File: config.mk
export PLATFORM = sky130hd
export DESIGN_NAME = miss_alloc_ctrl
export DESIGN_NICKNAME = d
export VERILOG_FILES = /design/src/rtl/mac_pkg.sv /design/src/rtl/mac_pool.sv /design/src/rtl/mac_block_track.sv /design/src/rtl/mac_miss_limit.sv /design/src/rtl/miss_alloc_ctrl.sv
export SDC_FILE = /design/constraint.sdc
export NUM_CORES = 1
export LEC_CHECK = 0
export BUFFER_PORTS_ARGS = -buffer_cell sky130_fd_sc_hd__buf_4
export CORE_UTILIZATION = 23
export CTS_BUF_LIST = sky130_fd_sc_hd__clkbuf_8
export DETAILED_ROUTE_END_ITERATION = 12
export MAX_ROUTING_LAYER = met4
export PLACE_DENSITY = 0.49
export SKIP_LAST_GASP = 1
export SYNTH_ARGS = -nofsm -noshare
export SYNTH_HDL_FRONTEND = slang
export SYNTH_HIERARCHICAL = 1
export SYNTH_SLANG_ARGS = --single-unit
File: constraint.sdc
create_clock -name clk -period 13.15 [get_ports clk]
set_clock_uncertainty 0.05 [all_clocks]
set_input_delay 0 -clock clk [delete_from_list [all_inputs] [get_ports clk]]
set_output_delay 0 -clock clk [all_outputs]
set_load 0.02 [all_outputs]
File: src/rtl/mac_pkg.sv
package mac_pkg;
   localparam int NUM_CAUSES = 3;
   localparam int CAUSE_W    = 2;

   typedef enum logic [CAUSE_W-1:0] {
      CAUSE_MISS = 2'd0,
      CAUSE_WBUF = 2'd1,
      CAUSE_TGT  = 2'd2
   } cause_e;
endpackage

File: src/rtl/mac_pool.sv
module mac_pool #(
   parameter int DEPTH = 4,
   parameter int IDX_W = 2
) (
   input  logic             clk,
   input  logic             rst_n,
   input  logic             alloc_req,
   output logic             alloc_ok,
   output logic [IDX_W-1:0] alloc_idx,
   input  logic             svc_en,
   input  logic [IDX_W-1:0] svc_idx,
   input  logic             free_en,
   input  logic [IDX_W-1:0] free_idx,
   output logic             set_full,
   output logic             clr_full
);
   logic [DEPTH-1:0] vld_q, svc_q, vld_d, svc_d;
   logic [DEPTH-1:0] alloc_oh, svc_oh, free_oh;
   logic             found;
   logic [IDX_W-1:0] pick;
   logic             full_q, full_d;

   // lowest-index entry that is not valid
   always_comb begin
      found = 1'b0;
      pick  = '0;
      for (int i = DEPTH - 1; i >= 0; i--) begin
         if (!vld_q[i]) begin
            found = 1'b1;
            pick  = IDX_W'(i);
         end
      end
   end

   assign alloc_ok  = alloc_req & found;
   assign alloc_idx = pick;

   for (genvar i = 0; i < DEPTH; i++) begin : g_dec
      assign alloc_oh[i] = alloc_ok && (pick == IDX_W'(i));
      assign svc_oh[i]   = svc_en && (svc_idx == IDX_W'(i)) && vld_q[i] && !svc_q[i];
      assign free_oh[i]  = free_en && (free_idx == IDX_W'(i)) && vld_q[i] && svc_q[i];
   end

   assign vld_d = (vld_q | alloc_oh) & ~free_oh;
   assign svc_d = (svc_q | svc_oh) & ~alloc_oh & ~free_oh;

   assign full_q = &(vld_q & ~svc_q);
   assign full_d = &(vld_d & ~svc_d);

   assign set_full = alloc_ok & full_d;
   assign clr_full = (|svc_oh) & full_q & ~full_d;

   always_ff @(posedge clk) begin
      if (!rst_n) begin
         vld_q <= '0;
         svc_q <= '0;
      end else begin
         vld_q <= vld_d;
         svc_q <= svc_d;
      end
   end
endmodule

File: src/rtl/mac_block_track.sv
module mac_block_track #(
   parameter int NC    = 3,
   parameter int CNT_W = 16,
   parameter int TS_W  = 32
) (
   input  logic              clk,
   input  logic              rst_n,
   input  logic [NC-1:0]     set_vec,
   input  logic [NC-1:0]     clr_vec,
   output logic [NC-1:0]     mask,
   output logic              blocked,
   output logic [NC*CNT_W-1:0] ev_flat,
   output logic [NC*TS_W-1:0]  cyc_flat
);
   localparam int CW = (NC > 1) ? $clog2(NC) : 1;

   logic [NC-1:0]   mask_q, mask_d;
   logic            rise, fall, blk_q;
   logic [CW-1:0]   set_c, clr_c;
   logic [TS_W-1:0] now_q, start_q;

   always_comb begin
      mask_d = (mask_q & ~clr_vec) | set_vec;
      rise   = (mask_q == '0) && (mask_d != '0);
      fall   = (mask_q != '0) && (mask_d == '0);
      set_c  = '0;
      for (int i = NC - 1; i >= 0; i--)
         if (set_vec[i]) set_c = CW'(i);
      clr_c  = '0;
      for (int i = 0; i < NC; i++)
         if (clr_vec[i] && mask_q[i]) clr_c = CW'(i);
   end

   always_ff @(posedge clk) begin
      if (!rst_n) begin
         mask_q  <= '0;
         blk_q   <= 1'b0;
         now_q   <= '0;
         start_q <= '0;
      end else begin
         mask_q <= mask_d;
         now_q  <= now_q + 1'b1;
         if (rise) begin
            blk_q   <= 1'b1;
            start_q <= now_q;
         end else if (fall) begin
            blk_q <= 1'b0;
         end
      end
   end

   for (genvar c = 0; c < NC; c++) begin : g_cause
      logic [CNT_W-1:0] ev_q;
      logic [TS_W-1:0]  acc_q;
      always_ff @(posedge clk) begin
         if (!rst_n) begin
            ev_q  <= '0;
            acc_q <= '0;
         end else begin
            if (rise && set_c == CW'(c)) ev_q <= ev_q + 1'b1;
            if (fall && clr_c == CW'(c)) acc_q <= acc_q + (now_q - start_q);
         end
      end
      assign ev_flat[c*CNT_W +: CNT_W] = ev_q;
      assign cyc_flat[c*TS_W +: TS_W]  = acc_q;
   end

   assign mask    = mask_q;
   assign blocked = blk_q;
endmodule

File: src/rtl/mac_miss_limit.sv
module mac_miss_limit #(
   parameter int LIM_W = 16
) (
   input  logic             clk,
   input  logic             rst_n,
   input  logic             load,
   input  logic [LIM_W-1:0] value,
   input  logic             miss,
   output logic             done
);
   logic [LIM_W-1:0] left_q;
   logic             done_q;

   always_ff @(posedge clk) begin
      if (!rst_n) begin
         left_q <= '0;
         done_q <= 1'b0;
      end else begin
         done_q <= 1'b0;
         if (load) begin
            left_q <= value;
         end else if (miss && left_q != '0) begin
            left_q <= left_q - 1'b1;
            done_q <= (left_q == LIM_W'(1));
         end
      end
   end

   assign done = done_q;
endmodule

File: src/rtl/miss_alloc_ctrl.sv
module miss_alloc_ctrl
   import mac_pkg::*;
#(
   parameter int ADDR_W     = 32,
   parameter int SIZE_W     = 8,
   parameter int BLK_BYTES  = 64,
   parameter int MISS_DEPTH = 4,
   parameter int WB_DEPTH   = 2,
   parameter int SEQ_W      = 16,
   parameter int CNT_W      = 16,
   parameter int TS_W       = 32,
   parameter int LIM_W      = 16,
   localparam int MAX_DEPTH = (MISS_DEPTH > WB_DEPTH) ? MISS_DEPTH : WB_DEPTH,
   localparam int IDX_W     = $clog2(MAX_DEPTH)
) (
   input  logic                       clk,
   input  logic                       rst_n,
   input  logic                       req_valid,
   input  logic [ADDR_W-1:0]          req_addr,
   input  logic [SIZE_W-1:0]          req_size,
   input  logic                       req_rd,
   input  logic                       req_wr,
   input  logic                       req_bus,
   input  logic                       svc_valid,
   input  logic                       svc_pool,
   input  logic [IDX_W-1:0]           svc_idx,
   input  logic                       rel_valid,
   input  logic                       rel_pool,
   input  logic [IDX_W-1:0]           rel_idx,
   input  logic                       tgt_stall_set,
   input  logic                       tgt_stall_clr,
   input  logic                       pf_bus_req,
   input  logic                       bus_retry_pend,
   input  logic                       lim_load,
   input  logic [LIM_W-1:0]           lim_value,
   output logic                       alloc_done,
   output logic                       alloc_reject,
   output logic                       alloc_pool,
   output logic [IDX_W-1:0]           alloc_idx,
   output logic [SEQ_W-1:0]           alloc_seq,
   output logic [ADDR_W-1:0]          alloc_addr,
   output logic [SIZE_W-1:0]          alloc_size,
   output logic [NUM_CAUSES-1:0]      blk_mask,
   output logic                       cpu_blocked,
   output logic                       mem_req_valid,
   output logic [CAUSE_W-1:0]         mem_req_cause,
   output logic [NUM_CAUSES*CNT_W-1:0] blk_events,
   output logic [NUM_CAUSES*TS_W-1:0]  blk_cycles,
   output logic                       miss_done
);
   localparam int OFF_W = $clog2(BLK_BYTES);
   localparam logic [ADDR_W-1:0] ALIGN_MASK = ~ADDR_W'(BLK_BYTES - 1);

   if (MISS_DEPTH < 2 || WB_DEPTH < 2) begin : g_bad_depth
      $error("pool depths must be at least 2");
   end
   if ((1 << OFF_W) != BLK_BYTES) begin : g_bad_blk
      $error("BLK_BYTES must be a power of two");
   end
   if (BLK_BYTES >= (1 << SIZE_W)) begin : g_bad_size
      $error("SIZE_W too narrow for BLK_BYTES");
   end

   logic             to_wb;
   logic [1:0]       pool_req, pool_ok, pool_set, pool_clr;
   logic [IDX_W-1:0] pool_idx [2];
   logic             any_ok;

   assign to_wb       = req_wr & ~req_rd;
   assign pool_req[0] = req_valid & ~to_wb;
   assign pool_req[1] = req_valid & to_wb;

   for (genvar p = 0; p < 2; p++) begin : g_pool
      localparam int DEPTH = (p == 0) ? MISS_DEPTH : WB_DEPTH;
      mac_pool #(.DEPTH(DEPTH), .IDX_W(IDX_W)) u_pool (
         .clk      (clk),
         .rst_n    (rst_n),
         .alloc_req(pool_req[p]),
         .alloc_ok (pool_ok[p]),
         .alloc_idx(pool_idx[p]),
         .svc_en   (svc_valid && (svc_pool == 1'(p))),
         .svc_idx  (svc_idx),
         .free_en  (rel_valid && (rel_pool == 1'(p))),
         .free_idx (rel_idx),
         .set_full (pool_set[p]),
         .clr_full (pool_clr[p])
      );
   end

   assign any_ok = |pool_ok;

   // allocation record and shared sequence
   logic [SEQ_W-1:0] seq_q;

   always_ff @(posedge clk) begin
      if (!rst_n) begin
         seq_q        <= '0;
         alloc_done   <= 1'b0;
         alloc_reject <= 1'b0;
         alloc_pool   <= 1'b0;
         alloc_idx    <= '0;
         alloc_seq    <= '0;
         alloc_addr   <= '0;
         alloc_size   <= '0;
      end else begin
         alloc_done   <= any_ok;
         alloc_reject <= req_valid & ~any_ok;
         if (any_ok) begin
            seq_q      <= seq_q + 1'b1;
            alloc_pool <= to_wb;
            alloc_idx  <= to_wb ? pool_idx[1] : pool_idx[0];
            alloc_seq  <= seq_q;
            alloc_addr <= to_wb ? req_addr : (req_addr & ALIGN_MASK);
            alloc_size <= to_wb ? req_size : SIZE_W'(BLK_BYTES);
         end
      end
   end

   // memory-side bus request
   always_ff @(posedge clk) begin
      if (!rst_n) begin
         mem_req_valid <= 1'b0;
         mem_req_cause <= '0;
      end else begin
         mem_req_valid <= ~bus_retry_pend & ((any_ok & req_bus) | pf_bus_req);
         if (any_ok & req_bus)
            mem_req_cause <= to_wb ? CAUSE_WBUF : CAUSE_MISS;
         else if (pf_bus_req)
            mem_req_cause <= CAUSE_TGT;
      end
   end

   mac_block_track #(.NC(NUM_CAUSES), .CNT_W(CNT_W), .TS_W(TS_W)) u_track (
      .clk     (clk),
      .rst_n   (rst_n),
      .set_vec ({tgt_stall_set, pool_set[1], pool_set[0]}),
      .clr_vec ({tgt_stall_clr, pool_clr[1], pool_clr[0]}),
      .mask    (blk_mask),
      .blocked (cpu_blocked),
      .ev_flat (blk_events),
      .cyc_flat(blk_cycles)
   );

   mac_miss_limit #(.LIM_W(LIM_W)) u_limit (
      .clk  (clk),
      .rst_n(rst_n),
      .load (lim_load),
      .value(lim_value),
      .miss (pool_ok[0]),
      .done (miss_done)
   );
endmodule

; Yosys cells after proc, flatten, opt, wreduce, memory -nomap -nowiden
; Cells that the tools add are included.
[totals]
ff_bits = 321
in_bits = 75
out_inout_bits = 213
word_cells = 213
[classes]
add_sub_neg = 10
eq_ne = 15
n_mux = 27
n_bitwise = 50
n_reduce_logical = 85
[ops]
columns = operator, n
row1 = adder 32 bit, 3
row2 = adder 16 x 1 -> 16 bit (second input constant), 4
row3 = logical AND 1 bit, 57
row4 = adder 32 x 1 -> 32 bit (second input constant), 1
row5 = 2-to-1 mux 16 bit, 2
row6 = subtractor 32 bit, 1
row7 = 2-to-1 mux 2 bit, 11
row8 = AND 4 bit, 5
row9 = equality test 16 x 1 -> 1 bit (second input constant), 1
row10 = equality test 2 bit (second input constant), 8
row11 = NOT 4 bit, 4
row12 = nonzero test 16 bit, 1
row13 = subtractor 16 x 1 -> 16 bit (second input constant), 1
row14 = AND 1 bit, 14
row15 = zero test 2 bit, 6
row16 = 2-to-1 mux 1 bit, 12
row17 = AND 2 bit, 5
row18 = equality test 2 x 1 -> 1 bit (second input constant), 5
row19 = NOT 1 bit, 10
row20 = 2-to-1 mux 8 bit, 1
row21 = NOT 2 bit, 4
row22 = OR 4 bit, 2
row23 = AND reduction 4 bit, 2
row24 = zero test 1 bit, 6
row25 = 14 further kinds, 21

; Longest topological paths before layout
[depth]
word_depth = 21
mapped_depth = 24
depth_no_buf = 24

; By module
; The synthesis kept the hierarchy.
[by_module_without_submodules]
columns = module, instances, cells_per_inst, area_each_um2, seq_area_each_um2
row1 = mac_block_track, 1, 1844, 14531.4, 4244.1
row2 = miss_alloc_ctrl, 1, 338, 2880.3, 1601.5
row3 = mac_miss_limit, 1, 128, 1102.3, 340.3
row4 = mac_pool at g_pool[0].u_pool, 1, 66, 500.5, 160.2
row5 = mac_pool at g_pool[1].u_pool, 1, 30, 264.0, 80.1

; Least setup slack after synthesis
; No wires, ideal clock.
[synth_path]
path_type = register to register
start = register u_track.now_q[0]
end = register u_track.g_cause[2].acc_q[29]
setup_time_ns = 0.132
t_arrival_ns = 4.536
required_ns = 12.968
slack_ns = 8.432
path_stages_with_launch = 25
n_path_buf = 0
period_less_slack_ns = 4.718
cell_sequence = dfxtp_1 -> inv_1 -> ha_1 -> fa_1 -> nor2b_1 -> o21ai_1 -> a2111oi_0 -> nor2_1 -> a21oi_1 -> o21ai_0 -> nand2b_1 -> a31oi_1 -> mux2i_1 -> o2111ai_1 -> ha_1 -> nand2_1 -> o21ai_0 -> a211oi_1 -> o22ai_1 -> a21oi_2 -> nor3_1 -> o31a_1 -> or3_1 -> nand3_1 -> a21oi_1
[synth_via]
elab_chain_len = 2
[synth_lines]
columns = item, line_no
row1 = from (decl), mac_block_track.sv:20  ; logic [TS_W-1:0] now_q, start_q;
row2 = from (signal assigned), mac_block_track.sv:42  ; now_q <= now_q + 1'b1;
row3 = subtractor 32 bit, mac_block_track.sv:61  ; if (fall && clr_c == CW'(c)) acc_q <= acc_q + (now_q - start_q);
row4 = adder 32 bit, mac_block_track.sv:61
row5 = to (signal assigned), mac_block_track.sv:61
row6 = to (decl), mac_block_track.sv:54  ; logic [TS_W-1:0] acc_q;
; No other way between the ends.
; A chain may end at the register's enable or synchronous reset.

; Worst setup path in the final report
[layout_path]
start = register u_track.now_q[0]
end = register u_track.g_cause[1].acc_q[31]
[layout_via]
elab_chain_len = 2
[layout_lines]
columns = item, line_no
row1 = subtractor 32 bit, mac_block_track.sv:61
row2 = adder 32 bit, mac_block_track.sv:61
row3 = to (signal assigned), mac_block_track.sv:61
row4 = to (decl), mac_block_track.sv:54
; No other way between the ends.

==> flow_summary_export.csv <==
group,metric,value,unit
outcome,run_status,"complete, no violations",
job,cap_viol_max_count,0,
cts,clock_insertion_delay_worst_skew,0.69,ns
logic_synthesis,asyncSetResetFlopFracSynth,0,%
cts,post_cts_buffers,0,
logic_synthesis,synth_top_family_by_area,"simple AND/OR/NAND/NOR gates",
cts,cts.sink_count,321,
cts,cts.htree.levels,2,
layout,fin_nets,3047,
logic_synthesis,synth_area_in_xor_xnor,8.132,%
logic_synthesis,yosysWarnings,6,
cts,cts_made_buffers,59,
logic_synthesis,synth-edff-count,0,
hold_path,hp-class,"input port to flop",
sta,worst_slew_pin_slew,1.016,ns
global_routing,antenna_found_initial,1,
critical_path,crit_type,"flop to flop",
sta,finalCriticalPeriod,5.680,ns
route,detail_route.vias_per_cell,4.693,
logic_synthesis,synth-simple-area-share,22.56,%
layout,synthToLayoutAreaGrowth,31.15,%
cts,max-clock-path-buffers,3,
sta,timing.final.max_slew_violations,0,
critical_path,worst_case_reg_to_reg_path_depth,24,
layout,drive_above_1_share,15.53,%
logic_synthesis,synthesis.nets,2627,
cts,tritoncts,"built",
floorplan,top_level_ports,288,
sta,post-route-period-util,43.19,%
floorplan,coreArea,82500,um^2
critical_path,arrival,6.21,ns
pwr,swShare,31.49,%
logic_synthesis,synth_area,19280,um^2
pwr,cell_pwr_density,103.0,nW/um^2
logic_synthesis,seq_area_frac_synth,33.33,%
sta,setup_repair_after_global_routing_missed_its_margin,"no",
global_routing,pin_count_of_the_biggest_net_entering_global_routing,97,
route,vias,18500,
pwr,power.static_leakage,10.88,nW
global_routing,global_route.usage.met1,19.90,%
logic_synthesis,yosys_register_bits,321,
global_routing,gr-usage-met2,23.86,%
cts,clock-root-buffer,"sky130_fd_sc_hd__clkbuf_8",
floorplan,die_area,84980,um^2
pwr,sequentialPowerShare,39.1,%
global_routing,first_pass_grt_wire_length,101.5,mm
logic_synthesis,synth_adder_area_share,9.631,%
critical_path,timing.rr.end,"u_track/g_cause[1].acc_q[31]$_SDFFE_PN0P_",
placed_design,placed_instances,3686,
global_routing,busiest_layer,"met2",
pwr,netSwitchingPower,0.0008197,W
logic_synthesis,synth.distinct_cells,104,
layout,layout_common_cells,"sky130_fd_sc_hd__nand2_1, sky130_fd_sc_hd__dfxtp_1, sky130_fd_sc_hd__buf_4",
cts,cts_resized,0,
cts,path_clk_slew,0.06,ns
sta,max_clock_freq,176.1,MHz
pwr,power.ir.vdd_worst,0.00007164,V
layout,multi_input_area,12170,um^2
floorplan,core.rowCount,105,
floorplan,die_w,291.5,um
layout,nFillCells,8846,
critical_path,startpoint_kind_of_the_worst_setup_timing_path,"flop",
route,wirelength,64.49,mm
critical_path,regToRegSetupSlack,7.47,ns
critical_path,path_max_fanout,6,
hold_path,timing.hold.worst_endpoint,"u_limit/left_q[7]$_SDFFE_PN0P_",
route,detail_route.first_pass.iterations,8,
sta,hold_violations,0,
placed_design,gp_routability_congestion,0.8671,
global_routing,grt_util_met3,2.917,%
hold_path,min_delay_src,"lim_load",
logic_synthesis,synth.mux.area_fraction,2.388,%
logic_synthesis,synthesis.instances,2406,
global_routing,number_of_global_route_vias_before_repair,17780,
pwr,clock_power_share,39.6,%
pwr,p_int,0.001784,W
global_routing,grt-ovfl-total,0,
logic_synthesis,synth.avg_cell_area,8.013,um^2
critical_path,r2r_start,"u_track/now_q[0]$_SDFF_PN0_",
layout,mostFrequentLayoutCell,"sky130_fd_sc_hd__nand2_1",
sta,final-setup-viol-count,0,
sta,max_slew_margin,31.99,%
layout,instances_no_fill,3943,
logic_synthesis,post_synth_top_flop,"sky130_fd_sc_hd__dfxtp_1",
cts,post_cts_hold_buffer_count,149,
layout,seqCellArea,6426,um^2
global_routing,grtUsageTotal,15.27,%
floorplan,die_h,291.5,um
route,wire_per_inst,16.36,um
sta,setup_total_negative_slack,0,ns
placed_design,dpl.hpwl,47.31,mm
floorplan,initial_core_util,23.37,%
route,drc,0,
route,drt-initial-drc-count,1204,
critical_path,cp-end-kind,"flop",
pwr,combinationalPowerShare,21.3,%
route,post_drt_antenna_nets,0,
placed_design,port-buffer-count,287,
logic_synthesis,compound_gate_portion_of_the_synthesized_area,20.33,%
hold_path,whs_path_depth,3,
critical_path,cp_data_required_time,13.68,ns
-- metal layers --
| layer | part of all wire (%) | vias to the layer above |
|---|---|---|
| li1 | - | 9366 |
| met1 | 47 | 8705 |
| met2 | 45 | 349 |
| met3 | 4.8 | 84 |
| met4 | 2.4 | 0 |
| met5 | 0 | - |
-- power groups by stage --
stage | clock network [W] | registers [W] | logic, W
6_report | 0.00103 | 0.00102 | 0.000554
5_1_grt | 0.00112 | 0.00102 | 0.000606
4_1_cts | 0.00108 | 0.00102 | 0.000550
3_5_place_dp | 0 | 0.00104 | 0.000511
3_3_place_gp | 0 | 0.00104 | 0.000512
2_1_floorplan | 0 | 0.00105 | 0.000344
-- cell usage after synthesis, types with 5 or more instances --
master / count / area share [%]
sky130_fd_sc_hd__nand4_1: 44 / 1.4
sky130_fd_sc_hd__buf_1: 13 / 0.25
sky130_fd_sc_hd__nor4_1: 7 / 0.23
sky130_fd_sc_hd__nand2_1: 347 / 6.8
sky130_fd_sc_hd__a31oi_1: 23 / 0.75
sky130_fd_sc_hd__nor3b_1: 5 / 0.19
sky130_fd_sc_hd__a2111oi_0: 5 / 0.23
sky130_fd_sc_hd__inv_1: 80 / 1.6
sky130_fd_sc_hd__nor2b_1: 18 / 0.58
sky130_fd_sc_hd__a22o_1: 13 / 0.59
sky130_fd_sc_hd__a211o_1: 7 / 0.32
sky130_fd_sc_hd__a21oi_1: 251 / 6.5
sky130_fd_sc_hd__a211oi_1: 18 / 0.70
sky130_fd_sc_hd__nor3_1: 46 / 1.2
sky130_fd_sc_hd__o31ai_1: 13 / 0.51
sky130_fd_sc_hd__a311oi_1: 5 / 0.23
sky130_fd_sc_hd__a21o_1: 67 / 2.6
sky130_fd_sc_hd__o21bai_1: 17 / 0.66
sky130_fd_sc_hd__and4_1: 7 / 0.32
sky130_fd_sc_hd__ha_1: 142 / 9.2
sky130_fd_sc_hd__dfxtp_1: 321 / 33
sky130_fd_sc_hd__o21ai_1: 31 / 0.80
sky130_fd_sc_hd__and3_1: 27 / 0.88
sky130_fd_sc_hd__and2_1: 15 / 0.49
sky130_fd_sc_hd__buf_2: 5 / 0.13
sky130_fd_sc_hd__nor2_1: 235 / 4.6
sky130_fd_sc_hd__o211ai_1: 8 / 0.31
sky130_fd_sc_hd__nand3_1: 81 / 2.1
sky130_fd_sc_hd__mux2i_1: 46 / 2.4
sky130_fd_sc_hd__xnor2_1: 86 / 3.9
sky130_fd_sc_hd__nand2b_1: 12 / 0.39
sky130_fd_sc_hd__a21oi_2: 6 / 0.27
sky130_fd_sc_hd__xor2_1: 93 / 4.2
sky130_fd_sc_hd__clkbuf_1: 70 / 1.4
sky130_fd_sc_hd__or3_1: 30 / 0.97
sky130_fd_sc_hd__o21a_1: 15 / 0.58
sky130_fd_sc_hd__or4_1: 5 / 0.19
sky130_fd_sc_hd__nand4b_1: 5 / 0.23
sky130_fd_sc_hd__o21ai_0: 84 / 2.2
-- how the worst max path moves through the flow --
stage / start / to / slack (ns) / cells past startpoint
after detailed placement: u_track/now_q[0]$_SDFF_PN0_ / u_track/g_cause[1].acc_q[31]$_SDFFE_PN0P_ / 7.58 / 24
after CTS: u_track/now_q[0]$_SDFF_PN0_ / u_track/g_cause[1].acc_q[31]$_SDFFE_PN0P_ / 7.48 / 24
after global placement: u_track/now_q[0]$_SDFF_PN0_ / u_track/g_cause[1].acc_q[31]$_SDFFE_PN0P_ / 7.61 / 24
after floorplan: u_track/now_q[0]$_SDFF_PN0_ / u_track/g_cause[2].acc_q[29]$_SDFFE_PN0P_ / 8.43 / 24
after global routing: u_track/now_q[0]$_SDFF_PN0_ / u_track/g_cause[1].acc_q[31]$_SDFFE_PN0P_ / 6.99 / 24
final: u_track/now_q[0]$_SDFF_PN0_ / u_track/g_cause[1].acc_q[31]$_SDFFE_PN0P_ / 7.47 / 24
-- layout make-up --
cell class	count	area share, %
repair buffers	453	14.92
clock buffers	77	4.191
diodes	1	0.009897
clock inverters	30	0.8066
inverters	81	1.222
flip-flops and latches	321	25.42
well taps	1070	5.295
multi-input cells	1910	48.13
-- state kept, by name, indices dropped and copies added (netlist names), 2 cells and up --
name,flops
seq_q,16
g_pool.u_pool/vld_q,6
u_track/g_cause.ev_q,48
alloc_size,8
u_track/mask,3
alloc_idx,2
mem_req_cause,2
u_limit/left_q,16
u_track/g_cause.acc_q,96
alloc_seq,16
u_track/now_q,32
g_pool.u_pool/svc_q,6
u_track/start_q,32
alloc_addr,32
-- worst max-delay path, stage by stage, from the launching register on --
cell                        delay [ns]
sky130_fd_sc_hd__dfxtp_1          0.39
sky130_fd_sc_hd__inv_1            0.06
sky130_fd_sc_hd__ha_1             0.22
sky130_fd_sc_hd__fa_1             0.40
sky130_fd_sc_hd__nor2b_1          0.14
sky130_fd_sc_hd__o21ai_1          0.09
sky130_fd_sc_hd__a2111oi_0        0.40
sky130_fd_sc_hd__nor2_1           0.14
sky130_fd_sc_hd__a21oi_1          0.27
sky130_fd_sc_hd__a21oi_1          0.25
sky130_fd_sc_hd__nor2_1           0.20
sky130_fd_sc_hd__o21ai_1          0.11
sky130_fd_sc_hd__a21oi_1          0.18
sky130_fd_sc_hd__xor2_1           0.66
sky130_fd_sc_hd__ha_1             0.40
sky130_fd_sc_hd__a21o_1           0.18
sky130_fd_sc_hd__a21o_1           0.17
sky130_fd_sc_hd__a21oi_1          0.18
sky130_fd_sc_hd__o21ai_1          0.08
sky130_fd_sc_hd__a21o_1           0.17
sky130_fd_sc_hd__a21oi_1          0.12
sky130_fd_sc_hd__o21ai_1          0.09
sky130_fd_sc_hd__xor2_1           0.16
sky130_fd_sc_hd__or3_1            0.32
sky130_fd_sc_hd__a21oi_1          0.13
-- kinds of logic (layout without fill, tap and decap cells) --
family	Yosys count	count (layout)
adders and majority gates	146	146
DFF	321	321
buffers and inverters	175	641
other	1	2
muxes	46	46
xor gates and xnor gates	179	179
and+or+nand+nor	921	921
AOI/OAI and AO/OA	617	617
-- through the flow --
| step | setup slack (ns) | util [%] | cell area (um^2) | total power, W | hold slack [ns] |
|---|---|---|---|---|---|
| finish | 7.470 | 30.65 | 25280 | 0.002603 | 0.06260 |
| detailed placement | 7.579 | 27.30 | 22530 | 0.001551 | 0.1177 |
| global route | 6.992 | 30.65 | 25280 | 0.002748 | 0.09036 |
| CTS | 7.476 | 30.64 | 25280 | 0.002643 | 0.0001456 |
| global placement | 7.605 | 27.30 | 22530 | 0.001551 | 0.1168 |
| floorplan | 8.432 | - | 19280 | 0.001395 | 0.02931 |
Power figures use the tool's default switching activity.
